==> config.mk <==
export PLATFORM = sky130hd
export DESIGN_NAME = mac_stat_bank
export DESIGN_NICKNAME = d
export VERILOG_FILES = /design/src/rtl/mac_stat_pkg.sv /design/src/rtl/mac_stat_counter.sv /design/src/rtl/mac_stat_flags.sv /design/src/rtl/mac_stat_addr_reg.sv /design/src/rtl/mac_stat_bank.sv
export SDC_FILE = /design/constraint.sdc
export NUM_CORES = 1
export LEC_CHECK = 0
export ABC_AREA = 1
export BUFFER_PORTS_ARGS = -buffer_cell sky130_fd_sc_hd__buf_2
export CAP_MARGIN = 20
export CORE_ASPECT_RATIO = 0.7
export CORE_MARGIN = 2
export CORE_UTILIZATION = 45
export DETAILED_ROUTE_END_ITERATION = 8
export PLACE_DENSITY = 0.68
export SYNTH_ARGS = -nofsm -noshare
export SYNTH_HDL_FRONTEND = slang
export SYNTH_SLANG_ARGS = --single-unit
export TNS_END_PERCENT = 5
==> constraint.sdc <==
create_clock -name clk -period 1.1 [get_ports clk]
set_input_delay 0.165 -clock clk [delete_from_list [all_inputs] [get_ports clk]]
set_output_delay 0.165 -clock clk [all_outputs]
set_load 0.05 [all_outputs]
==> src/rtl/mac_stat_pkg.sv <==
// Package: shared widths and register map of the MAC statistics bank.
// Assumes a 16-bit host data path and a 3-bit address space.
package mac_stat_pkg;
    localparam int DATA_W   = 16;
    localparam int ADDR_W   = 3;
    localparam int WIDE_W   = 16;   // frame and token counters
    localparam int NARROW_W = 6;    // lost and error counters
    localparam int NUM_CNT  = 4;
    localparam int LOST_LSB = 8;    // lost count base in packed word

    // counter / flag / event index
    localparam int IX_FRAME = 0;
    localparam int IX_TOKEN = 1;
    localparam int IX_LOST  = 2;
    localparam int IX_ERROR = 3;

    typedef enum logic [ADDR_W-1:0] {
        RA_FRAME  = 3'd0,
        RA_TOKEN  = 3'd1,
        RA_PACKED = 3'd2,
        RA_SHORT  = 3'd3
    } reg_addr_e;
endpackage

==> src/rtl/mac_stat_counter.sv <==
// Module: one event counter with clear-on-read.
// Counts single-cycle pulses, wraps at its maximum, and reports the wrap.
// A clearing read in the same cycle as a pulse leaves the counter at 1;
// that pulse produces no wrap report.
module mac_stat_counter #(
    parameter int W = 16
) (
    input  logic         clk,
    input  logic         rst_n,
    input  logic         ev,
    input  logic         rd_clr,
    output logic [W-1:0] cnt,
    output logic         wrap
);
    localparam logic [W-1:0] CNT_MAX = '1;
    localparam logic [W-1:0] ONE     = W'(1);

    // wrap report: pulse arriving at the maximum value without a clearing read
    assign wrap = ev && !rd_clr && (cnt == CNT_MAX);

    // count register: clear on read, otherwise add each pulse
    always_ff @(posedge clk) begin
        if (!rst_n) begin
            cnt <= '0;
        end else if (rd_clr) begin
            cnt <= ev ? ONE : '0;
        end else if (ev) begin
            cnt <= cnt + ONE;
        end
    end


    clr_keep_chk: assert property (@(posedge clk) disable iff (!rst_n)
        rd_clr |=> cnt == {{(W-1){1'b0}}, $past(ev)});

    wrap_zero_chk: assert property (@(posedge clk) disable iff (!rst_n)
        wrap |=> cnt == '0);

    hold_chk: assert property (@(posedge clk) disable iff (!rst_n)
        (!ev && !rd_clr) |=> $stable(cnt));
endmodule

==> src/rtl/mac_stat_flags.sv <==
// Module: sticky overflow flags.
// Each flag sets on its wrap pulse and clears on its own clear strobe.
// Set wins when both arrive together.
module mac_stat_flags #(
    parameter int N = 4
) (
    input  logic         clk,
    input  logic         rst_n,
    input  logic [N-1:0] set,
    input  logic [N-1:0] clr,
    output logic [N-1:0] flag
);
    for (genvar i = 0; i < N; i++) begin : g_flag
        // one sticky bit per counter
        always_ff @(posedge clk) begin
            if (!rst_n)      flag[i] <= 1'b0;
            else if (set[i]) flag[i] <= 1'b1;
            else if (clr[i]) flag[i] <= 1'b0;
        end


        set_chk: assert property (@(posedge clk) disable iff (!rst_n)
            set[i] |=> flag[i]);

        sticky_chk: assert property (@(posedge clk) disable iff (!rst_n)
            (flag[i] && !clr[i]) |=> flag[i]);
    end
endmodule

==> src/rtl/mac_stat_addr_reg.sv <==
// Module: station short-address parameter register.
// Written only while the MAC is disabled, readable at any time.
// The bit order is stored as written (bit 15 is the individual/group bit).
module mac_stat_addr_reg #(
    parameter int W = 16
) (
    input  logic         clk,
    input  logic         rst_n,
    input  logic         wr_en,
    input  logic         mac_enable,
    input  logic [W-1:0] wdata,
    output logic [W-1:0] value
);
    // parameter storage, write-locked while the MAC runs
    always_ff @(posedge clk) begin
        if (!rst_n)                   value <= '0;
        else if (wr_en && !mac_enable) value <= wdata;
    end


    locked_chk: assert property (@(posedge clk) disable iff (!rst_n)
        (wr_en && mac_enable) |=> $stable(value));

    open_chk: assert property (@(posedge clk) disable iff (!rst_n)
        (wr_en && !mac_enable) |=> value == $past(wdata));
endmodule

==> src/rtl/mac_stat_bank.sv <==
// Module: MAC statistics counter bank (top).
// Decodes host reads and writes, instantiates the four event counters,
// the sticky overflow flags and the short-address register, and registers
// read data one cycle after the read strobe.
// Assumes read strobes are single-cycle and host_addr is valid with them.
module mac_stat_bank
    import mac_stat_pkg::*;
(
    input  logic              clk,
    input  logic              rst_n,
    input  logic [ADDR_W-1:0] host_addr,
    input  logic              host_rd,
    input  logic              host_wr,
    input  logic [DATA_W-1:0] host_wdata,
    output logic [DATA_W-1:0] host_rdata,
    input  logic              mac_enable,
    input  logic [NUM_CNT-1:0] evt_pulse,
    input  logic [NUM_CNT-1:0] ovf_clr,
    output logic [NUM_CNT-1:0] ovf_flag
);
    logic [NUM_CNT-1:0] rd_sel;
    logic [NUM_CNT-1:0] wrap_v;
    logic [DATA_W-1:0]  cnt_ext [NUM_CNT];
    logic [DATA_W-1:0]  short_addr;
    logic [DATA_W-1:0]  packed_word;
    logic [DATA_W-1:0]  rd_mux;
    logic               rd_frame, rd_token, rd_packed;

    // read decode: which counters a read clears
    always_comb begin
        rd_frame  = host_rd && (host_addr == RA_FRAME);
        rd_token  = host_rd && (host_addr == RA_TOKEN);
        rd_packed = host_rd && (host_addr == RA_PACKED);
        rd_sel           = '0;
        rd_sel[IX_FRAME] = rd_frame;
        rd_sel[IX_TOKEN] = rd_token;
        rd_sel[IX_LOST]  = rd_packed;
        rd_sel[IX_ERROR] = rd_packed;
    end

    for (genvar i = 0; i < NUM_CNT; i++) begin : g_cnt
        localparam int CW = (i < 2) ? WIDE_W : NARROW_W;
        logic [CW-1:0] c;
        mac_stat_counter #(.W(CW)) u_cnt (
            .clk    (clk),
            .rst_n  (rst_n),
            .ev     (evt_pulse[i]),
            .rd_clr (rd_sel[i]),
            .cnt    (c),
            .wrap   (wrap_v[i])
        );
        assign cnt_ext[i] = DATA_W'(c);
    end

    mac_stat_flags #(.N(NUM_CNT)) u_flags (
        .clk   (clk),
        .rst_n (rst_n),
        .set   (wrap_v),
        .clr   (ovf_clr),
        .flag  (ovf_flag)
    );

    mac_stat_addr_reg #(.W(DATA_W)) u_short (
        .clk        (clk),
        .rst_n      (rst_n),
        .wr_en      (host_wr && (host_addr == RA_SHORT)),
        .mac_enable (mac_enable),
        .wdata      (host_wdata),
        .value      (short_addr)
    );

    // packed word: error count low byte, lost count high byte, pads zero
    always_comb begin
        packed_word = '0;
        packed_word[NARROW_W-1:0]          = cnt_ext[IX_ERROR][NARROW_W-1:0];
        packed_word[LOST_LSB +: NARROW_W]  = cnt_ext[IX_LOST][NARROW_W-1:0];
    end

    // read multiplexer over the register map
    always_comb begin
        case (host_addr)
            RA_FRAME:  rd_mux = cnt_ext[IX_FRAME];
            RA_TOKEN:  rd_mux = cnt_ext[IX_TOKEN];
            RA_PACKED: rd_mux = packed_word;
            RA_SHORT:  rd_mux = short_addr;
            default:   rd_mux = '0;
        endcase
    end

    // read data register: valid the cycle after the strobe, zero otherwise
    always_ff @(posedge clk) begin
        if (!rst_n)       host_rdata <= '0;
        else if (host_rd) host_rdata <= rd_mux;
        else              host_rdata <= '0;
    end


    pad_zero_chk: assert property (@(posedge clk) disable iff (!rst_n)
        (host_rd && host_addr == RA_PACKED) |=>
            (host_rdata[7:6] == 2'b00 && host_rdata[15:14] == 2'b00));

    idle_zero_chk: assert property (@(posedge clk) disable iff (!rst_n)
        !host_rd |=> host_rdata == '0);

    wr_no_count_chk: assert property (@(posedge clk) disable iff (!rst_n)
        (host_wr && !host_rd && evt_pulse == '0 && host_addr != RA_SHORT)
            |=> $stable(packed_word));
endmodule

==> results of run 1 <==
[worst reg2reg max path, delay by kind of cell, from the launching register on]
family	cells	cell delay, ns
fa+ha+maj	1	0.16
flops	1	0.37
simple gates	6	0.65
[per-layer routing]
metal,up-vias,wire [um]
met3,26,1060
met5,-,0
met4,0,264
li1,1902,-
met2,175,5110
met1,1837,4840
[cell families (layout without fill, tap and decap cells)]
kind of cell | count (synthesis) | count (layout)
compound gates | 103 | 103
xor+xnor | 3 | 3
fa+ha+maj | 4 | 4
buf+inv | 91 | 204
flops | 80 | 80
simple gates | 241 | 241
[power breakdown]
group          switching [mW]  internal, mW
Clock                    1.20          2.04
Combinational           0.281         0.199
Sequential             0.0319          2.93
Total                    1.52          5.17
[metrics by stage]
| stage | instance area [um^2] | hold WS, ns | power, mW | instances | setup TNS, ns |
|---|---|---|---|---|---|
| floorplan | 3810 | 0.282 | 3.27 | 522 | -0.188 |
| global placement | 4540 | 0.374 | 3.47 | 719 | -2.63 |
| detailed placement | 4540 | 0.377 | 3.48 | 719 | -4.85 |
| CTS | 4970 | 0.0161 | 6.71 | 735 | -0.754 |
| global route | 5110 | 0.0316 | 6.91 | 736 | -2.83 |
| finish | 5110 | 0.0191 | 6.68 | 736 | -1.01 |
[cell usage in the layout, fill, tap and decap left out, drive strengths merged]
cell	Yosys	final
buf	11	107
nand2	97	97
nor2	88	88
dfxtp	80	80
inv	78	78
a21oi	45	45
o21ai	35	35
nand3	28	28
o22ai	17	17
nor3	15	15
clkbuf	2	13
nand4	8	8
ha	4	4
a31oi	3	3
clkinv	0	3
xor2	3	3
nor4	2	2
nand3b	2	2
bufinv	0	2
nor3b	1	1
a211oi	1	1
o21a	1	1
o32ai	1	1
clkinvlp	0	1
[worst max path at each step]
stage	start	endpoint	slack, ns	cells past startpoint
after global routing	g_cnt[1].u_cnt.cnt[0]	g_cnt[1].u_cnt.cnt[14]	-0.21	9
after global placement	host_addr[2]	u_short.value[14]	-0.10	7
after CTS	g_cnt[0].u_cnt.cnt[0]	g_cnt[0].u_cnt.cnt[12]	-0.1	7
after floorplan	g_cnt[1].u_cnt.cnt[4]	g_cnt[1].u_cnt.cnt[8]	-0.04	7
after detailed placement	host_addr[2]	u_short.value[14]	-0.17	7
final	g_cnt[0].u_cnt.cnt[1]	g_cnt[0].u_cnt.cnt[12]	-0.13	7
[cell type report]
class	instances	share of cell area
tap	101	0.0247
clock inverter	6	0.0161
inverter	78	0.0573
timing repair buffer	110	0.147
sequential	80	0.321
clock buffer	10	0.0467
multi-input combinational	351	0.388
[flip-flops by register name, indices dropped and copies added (netlist names)]
signal / flops
g_cnt.u_cnt.cnt: 44
host_rdata: 16
u_flags.flag: 4
u_short.value: 16
[repair_timing]
action | 4_1_cts | 5_1_grt
pin swaps | 7 | 17
buffers inserted | 0 | 1
resized for setup | 37 | 45
setup endpoints to repair | 37 | 41
==> flow_metrics.py, run 1 <==
metrics = {
    "status": {
        "outcome": "finished with violations",
        "violations": "setup timing",
    },
    "grt": {
        "global_route_met2_utilization": 0.408,
        "first_pass_grt_wire_length_mm": 18.0,
        "number_of_global_route_vias_before_repair": 3710,
        "antenna_found_initial": 0,
        "grt_busiest_layer": "met2",
        "maximum_number_of_pins_on_one_net_before_global_route_repair": 29,
        "met3_usage": 0.0755,
        "global_route.usage.total": 0.257,
        "overflow_left_after_global_routing": 0,
        "global_route.usage.met1": 0.335,
    },
    "die": {
        "core_footprint_um2": 8010,
        "boundaryPins": 52,
        "initial_core_util": 0.471,
        "die_width_um": 113,
        "die_area_um2": 9150,
        "floorplan.die.height_um": 80.6,
        "rows": 27,
    },
    "placed_design": {
        "globalplace.congestion": 0.905,
        "place_worst_setup_slack_ns": -0.170,
        "place.port_buffers": 51,
        "dp_hpwl_mm": 8.21,
    },
    "worst_setup_path": {
        "cp_slowest_stage_delay_ns": 0.37,
        "ff2ff_setup_slack_ns": -0.13,
        "required_ns": 1.38,
        "crit_path_end_kind": "flip-flop",
        "slowest_stage": "sky130_fd_sc_hd__dfxtp_4",
        "ff2ff_path_depth": 7,
        "ws_path_type": "reg2reg",
        "path_max_fanout": 5,
        "worstSetupStartpointType": "flip-flop",
        "regToRegEndpoint": "g_cnt[0].u_cnt.cnt[12]",
        "top_cell_by_count_worst_path": "sky130_fd_sc_hd__nand2_1",
        "critical_path_buf_inv_count": 0,
        "worst_flop_to_flop_path_startpoint": "g_cnt[0].u_cnt.cnt[1]",
        "cp_data_arrival_time_ns": 1.51,
        "critPathTopFamily": "simple AND/OR/NAND/NOR gates",
        "crit_chain": "ha_4, nand3_4, nor2_4, nand4_1, nand2_1, nand2_1, nor2_1",
    },
    "job": {
        "max_cap_violations": 0,
    },
    "detailed_routing": {
        "wl_mm": 11.3,
        "routedWlPerCell_um": 15.3,
        "residual_drc": 0,
        "drt_first_pass_iters": 4,
        "vias": 3940,
        "antenna_violating_nets_post_route": 0,
        "detail_route.vias_per_cell": 5.35,
        "detail_route.iter0.violations": 254,
    },
    "clocking": {
        "tritoncts": "done",
        "insertion_delay_ns": 0.35,
        "ctsHtreeMaxLevel": 3,
        "clk_path_buf_depth": 2,
        "clock-root-buffer": "sky130_fd_sc_hd__clkbuf_16",
        "numCtsBuffers": 9,
        "cts_hold_buf": 0,
        "clock-sinks": 80,
        "clk_transition_reported_paths_ns": 0.06,
    },
    "synthesis": {
        "synth_seq_cells": 80,
        "share_of_the_synthesized_area_in_compound_gates_ao_oa_aoi_oai": 0.153,
        "postSynth.topFlopCell": "sky130_fd_sc_hd__dfxtp_1",
        "synth_most_common_cell": "sky130_fd_sc_hd__nand2_1",
        "synth-edff-count": 0,
        "synth.top_cells.by_area": "sky130_fd_sc_hd__dfxtp_1 (42%), sky130_fd_sc_hd__nand2_1 (9.3%), sky130_fd_sc_hd__nor2_1 (8.0%), sky130_fd_sc_hd__inv_1 (7.2%), sky130_fd_sc_hd__a21oi_1 (5.6%)",
        "synth_simple_gate_area_share": 0.297,
        "yosys-mux-area-fraction": 0,
        "synth_adder_area_share": 0.0133,
        "proportion_of_synthesized_flip_flops_having_asynchronous_set_or_reset": 0,
        "yosysTopAreaCellShare": 0.424,
        "synth_sequential_area_ratio": 0.424,
        "yosysUniqueCellTypes": 36,
        "postSynthAreaPerCell_um2": 7.23,
        "synth_common_cells": "sky130_fd_sc_hd__nand2_1 (93), sky130_fd_sc_hd__dfxtp_1 (80), sky130_fd_sc_hd__nor2_1 (80), sky130_fd_sc_hd__inv_1 (72), sky130_fd_sc_hd__a21oi_1 (42)",
        "post-synth-top-area-cell": "sky130_fd_sc_hd__dfxtp_1",
        "synth_xor_area_frac": 0.00696,
        "synth_area_um2": 3770,
        "synth.net_count": 558,
        "synthesis.instances": 522,
        "synth_top_family_by_area": "simple AND/OR/NAND/NOR gates",
        "yosysWarnings": 0,
    },
    "hold_path": {
        "hp-start": "ovf_clr[2]",
        "whs_path_depth": 2,
        "min_to": "u_flags.flag[2]",
        "timing.hold.worst.class": "in2reg",
    },
    "timing": {
        "timing.fmax_mhz": 813,
        "setup_repair_after_global_routing_missed_its_margin": "yes",
        "fin_skew_ns": 0.00596,
        "worst_slew_pin_slew_ns": 0.326,
        "final_min_period_over_clock_period": 1.12,
        "report.final.setup_viol": 21,
        "fin_ws_ns": -0.130,
        "slew_viol_final": 0,
        "finalHoldViolations": 0,
        "slew_headroom": 0.780,
        "final_worst_path_period_need_ns": 1.23,
    },
    "power_and_ir_drop": {
        "power_per_cell_area_nw_per_um2": 1310,
        "leakage_power_nw": 2.15,
        "irDropWorstVdd_mv": 0.960,
    },
    "layout": {
        "final_util": 0.639,
        "fraction_of_layout_cells_with_a_size_suffix_above_1": 0.340,
        "nets": 666,
        "final.fill_count": 678,
        "regArea_um2": 1640,
        "multi_input_comb_area_um2": 1980,
        "antenna-diode-count": 0,
        "area.growth.synth_to_final_pct": 35.5,
    },
}
(Power assumes the default switching activity.)
==> run 2, diff against run 1 <==
--- a/config.mk
+++ b/config.mk
@@ -10,9 +10,9 @@
 export CAP_MARGIN = 20
 export CORE_ASPECT_RATIO = 0.7
 export CORE_MARGIN = 2
-export CORE_UTILIZATION = 45
+export CORE_UTILIZATION = 50
 export DETAILED_ROUTE_END_ITERATION = 8
-export PLACE_DENSITY = 0.68
+export PLACE_DENSITY = 0.75
 export SYNTH_ARGS = -nofsm -noshare
 export SYNTH_HDL_FRONTEND = slang
 export SYNTH_SLANG_ARGS = --single-unit
==> run 2 against run 1 <==
Compared with the run above:
- the run still ends with setup timing left
- clock power is 25% lower
- core utilization is 4.4 points higher
- cell count is 0.41% lower
- sequential share of layout area is 0.90 points higher
- routed wire length is 2.4% lower
- sequential power hardly changed
- sequential cell count stayed put
- critical path type unchanged
- critical endpoint is now g_cnt[1].u_cnt.cnt[11]
==> flow_metrics.py, run 2 (synthesized netlist as in run 1, its figures left out) <==
metrics = {
    "status": {
        "violations": "setup timing",
        "outcome": "finished with violations",
    },
    "clocking": {
        "clock-sinks": 80,
        "tritoncts": "done",
        "ctsHtreeMaxLevel": 3,
        "insertion_delay_ns": 0.36,
        "clk_path_buf_depth": 2,
        "numCtsBuffers": 9,
        "clock-root-buffer": "sky130_fd_sc_hd__clkbuf_8",
        "clk_transition_reported_paths_ns": 0.08,
    },
    "die": {
        "initial_core_util": 0.516,
        "die_area_um2": 8270,
        "floorplan.die.height_um": 76.7,
        "die_width_um": 108,
        "rows": 26,
        "boundaryPins": 52,
        "core_footprint_um2": 7320,
    },
    "worst_setup_path": {
        "crit_path_end_kind": "flip-flop",
        "worst_flop_to_flop_path_startpoint": "g_cnt[1].u_cnt.cnt[1]",
        "worstSetupStartpointType": "flip-flop",
        "required_ns": 1.40,
        "ws_path_type": "reg2reg",
        "cp_data_arrival_time_ns": 1.50,
        "crit_path_start": "g_cnt[1].u_cnt.cnt[1]",
        "ff2ff_setup_slack_ns": -0.1,
        "path_max_fanout": 5,
    },
    "power_and_ir_drop": {
        "irDropWorstVdd_mv": 0.780,
        "power_per_cell_area_nw_per_um2": 1170,
        "leakage_power_nw": 2.05,
    },
    "detailed_routing": {
        "drt_first_pass_iters": 5,
        "wl_mm": 11.0,
        "detail_route.iter0.violations": 218,
        "detail_route.vias_per_cell": 5.31,
        "routedWlPerCell_um": 15.0,
        "antenna_violating_nets_post_route": 0,
        "vias": 3894,
        "residual_drc": 0,
    },
    "timing": {
        "final_worst_path_period_need_ns": 1.20,
        "final_min_period_over_clock_period": 1.09,
        "report.final.setup_viol": 19,
        "fin_skew_ns": 0.00563,
        "slew_viol_final": 0,
        "worst_hold_slack_ns": 0.0112,
        "worst_slew_pin_slew_ns": 0.326,
        "fin_ws_ns": -0.0985,
        "setup_repair_after_global_routing_missed_its_margin": "yes",
        "timing.fmax_mhz": 834,
        "slew_headroom": 0.782,
        "finalHoldViolations": 0,
    },
    "placed_design": {
        "place.port_buffers": 51,
        "dp_hpwl_mm": 7.96,
        "cell_count_after_placement": 715,
        "globalplace.congestion": 0.980,
    },
    "hold_path": {
        "hp-start": "ovf_clr[2]",
        "timing.hold.worst.class": "in2reg",
    },
    "grt": {
        "global_route.usage.met1": 0.378,
        "maximum_number_of_pins_on_one_net_before_global_route_repair": 28,
        "overflow_left_after_global_routing": 0,
        "grt_busiest_layer": "met2",
        "antenna_found_initial": 0,
        "number_of_global_route_vias_before_repair": 3670,
        "met3_usage": 0.0672,
        "global_route_met2_utilization": 0.410,
        "global_route.usage.total": 0.270,
        "first_pass_grt_wire_length_mm": 17.5,
    },
    "layout": {
        "multi_input_comb_area_um2": 1950,
        "final.fill_count": 634,
        "fraction_of_layout_cells_with_a_size_suffix_above_1": 0.340,
        "largest_registers": "g_cnt.u_cnt.cnt x44, host_rdata x16, u_short.value x16",
        "regMostFlops": "g_cnt.u_cnt.cnt",
        "antenna-diode-count": 0,
        "regArea_um2": 1650,
        "layoutNonFillerInstCount": 733,
        "nets": 666,
        "largest_register_ff_count": 44,
        "layout.cells.most_common": "sky130_fd_sc_hd__nand2_1",
        "area.growth.synth_to_final_pct": 32.4,
        "most-common-layout-cells": "sky130_fd_sc_hd__nand2_1 (83), sky130_fd_sc_hd__nor2_1 (75), sky130_fd_sc_hd__inv_1 (67)",
    },
    "job": {
        "max_cap_violations": 0,
    },
}
==> run 2: changes by cell type in the layout (fill, tap and decap cells not counted), moves of 2 or more <==
cell	before	now
sky130_fd_sc_hd__buf_2	41	32
sky130_fd_sc_hd__clkbuf_16	9	0
sky130_fd_sc_hd__clkbuf_8	1	10
sky130_fd_sc_hd__buf_4	61	66
sky130_fd_sc_hd__clkbuf_4	3	8
sky130_fd_sc_hd__clkinv_2	3	1
sky130_fd_sc_hd__dfxtp_1	59	57
sky130_fd_sc_hd__dfxtp_4	5	7
sky130_fd_sc_hd__nand2_1	85	83
sky130_fd_sc_hd__nand2_2	7	9
sky130_fd_sc_hd__nor3_4	3	1
==> run 2: worst paths after layout <==
| check | endpoint | cells past startpoint |
|---|---|---|
| setup reg to reg | g_cnt[1].u_cnt.cnt[11] | 8 |
| setup / recovery | g_cnt[1].u_cnt.cnt[11] | 8 |
| hold / removal | u_flags.flag[2] | 2 |
| hold reg to reg | u_short.value[4] | 2 |
==> run 2: routing by layer <==
metal,vias to the layer above,share of wire
li1,1908,-
met1,1780,0.44
met2,182,0.45
met3,24,0.092
met4,0,0.020
met5,-,0
==> run 2: repair_timing <==
action                     CTS  global route
hold buffers                 0             0
resized for setup           37            54
buffers inserted             0             2
setup endpoints to repair   43            46
pin swaps                    5            17
==> run 2: layout make-up <==
class                   instances  area share
multi-input cells             351       0.391
inverters                      78      0.0586
repair buffers                110       0.152
clock buffers                  11      0.0283
well taps                      98      0.0245
clock inverters                 5      0.0160
flip-flops and latches         80       0.330
==> run 2: worst max-delay path: stages, from the launching register on <==
cell                      delay, ns
sky130_fd_sc_hd__dfxtp_4       0.38
sky130_fd_sc_hd__nand2_2       0.08
sky130_fd_sc_hd__nor2_4        0.15
sky130_fd_sc_hd__nand2_4       0.09
sky130_fd_sc_hd__nor2_4        0.17
sky130_fd_sc_hd__nand2_2       0.07
sky130_fd_sc_hd__nand2_1       0.06
sky130_fd_sc_hd__nand2_1       0.05
sky130_fd_sc_hd__nor2_1        0.09
==> run 2: metrics by stage <==
step           instance area (um^2)  power, mW  setup TNS [ns]  worst slack (ns)  utilization
6_report                       5000       5.86          -0.837           -0.0985        0.683
5_1_grt                        5000       6.03           -2.90            -0.190        0.683
4_1_cts                        4830       5.85          -0.983           -0.0971        0.661
3_5_place_dp                   4510       3.47           -4.54            -0.182        0.617
3_3_place_gp                   4510       3.45           -2.67            -0.136        0.617
2_1_floorplan                  3810       3.27          -0.188           -0.0362            -
==> run 2: where the power goes <==
part           internal [mW]  total (mW)  switching (mW)
clock network           1.34        2.42            1.09
logic                  0.187       0.474           0.287
registers               2.92        2.96          0.0340
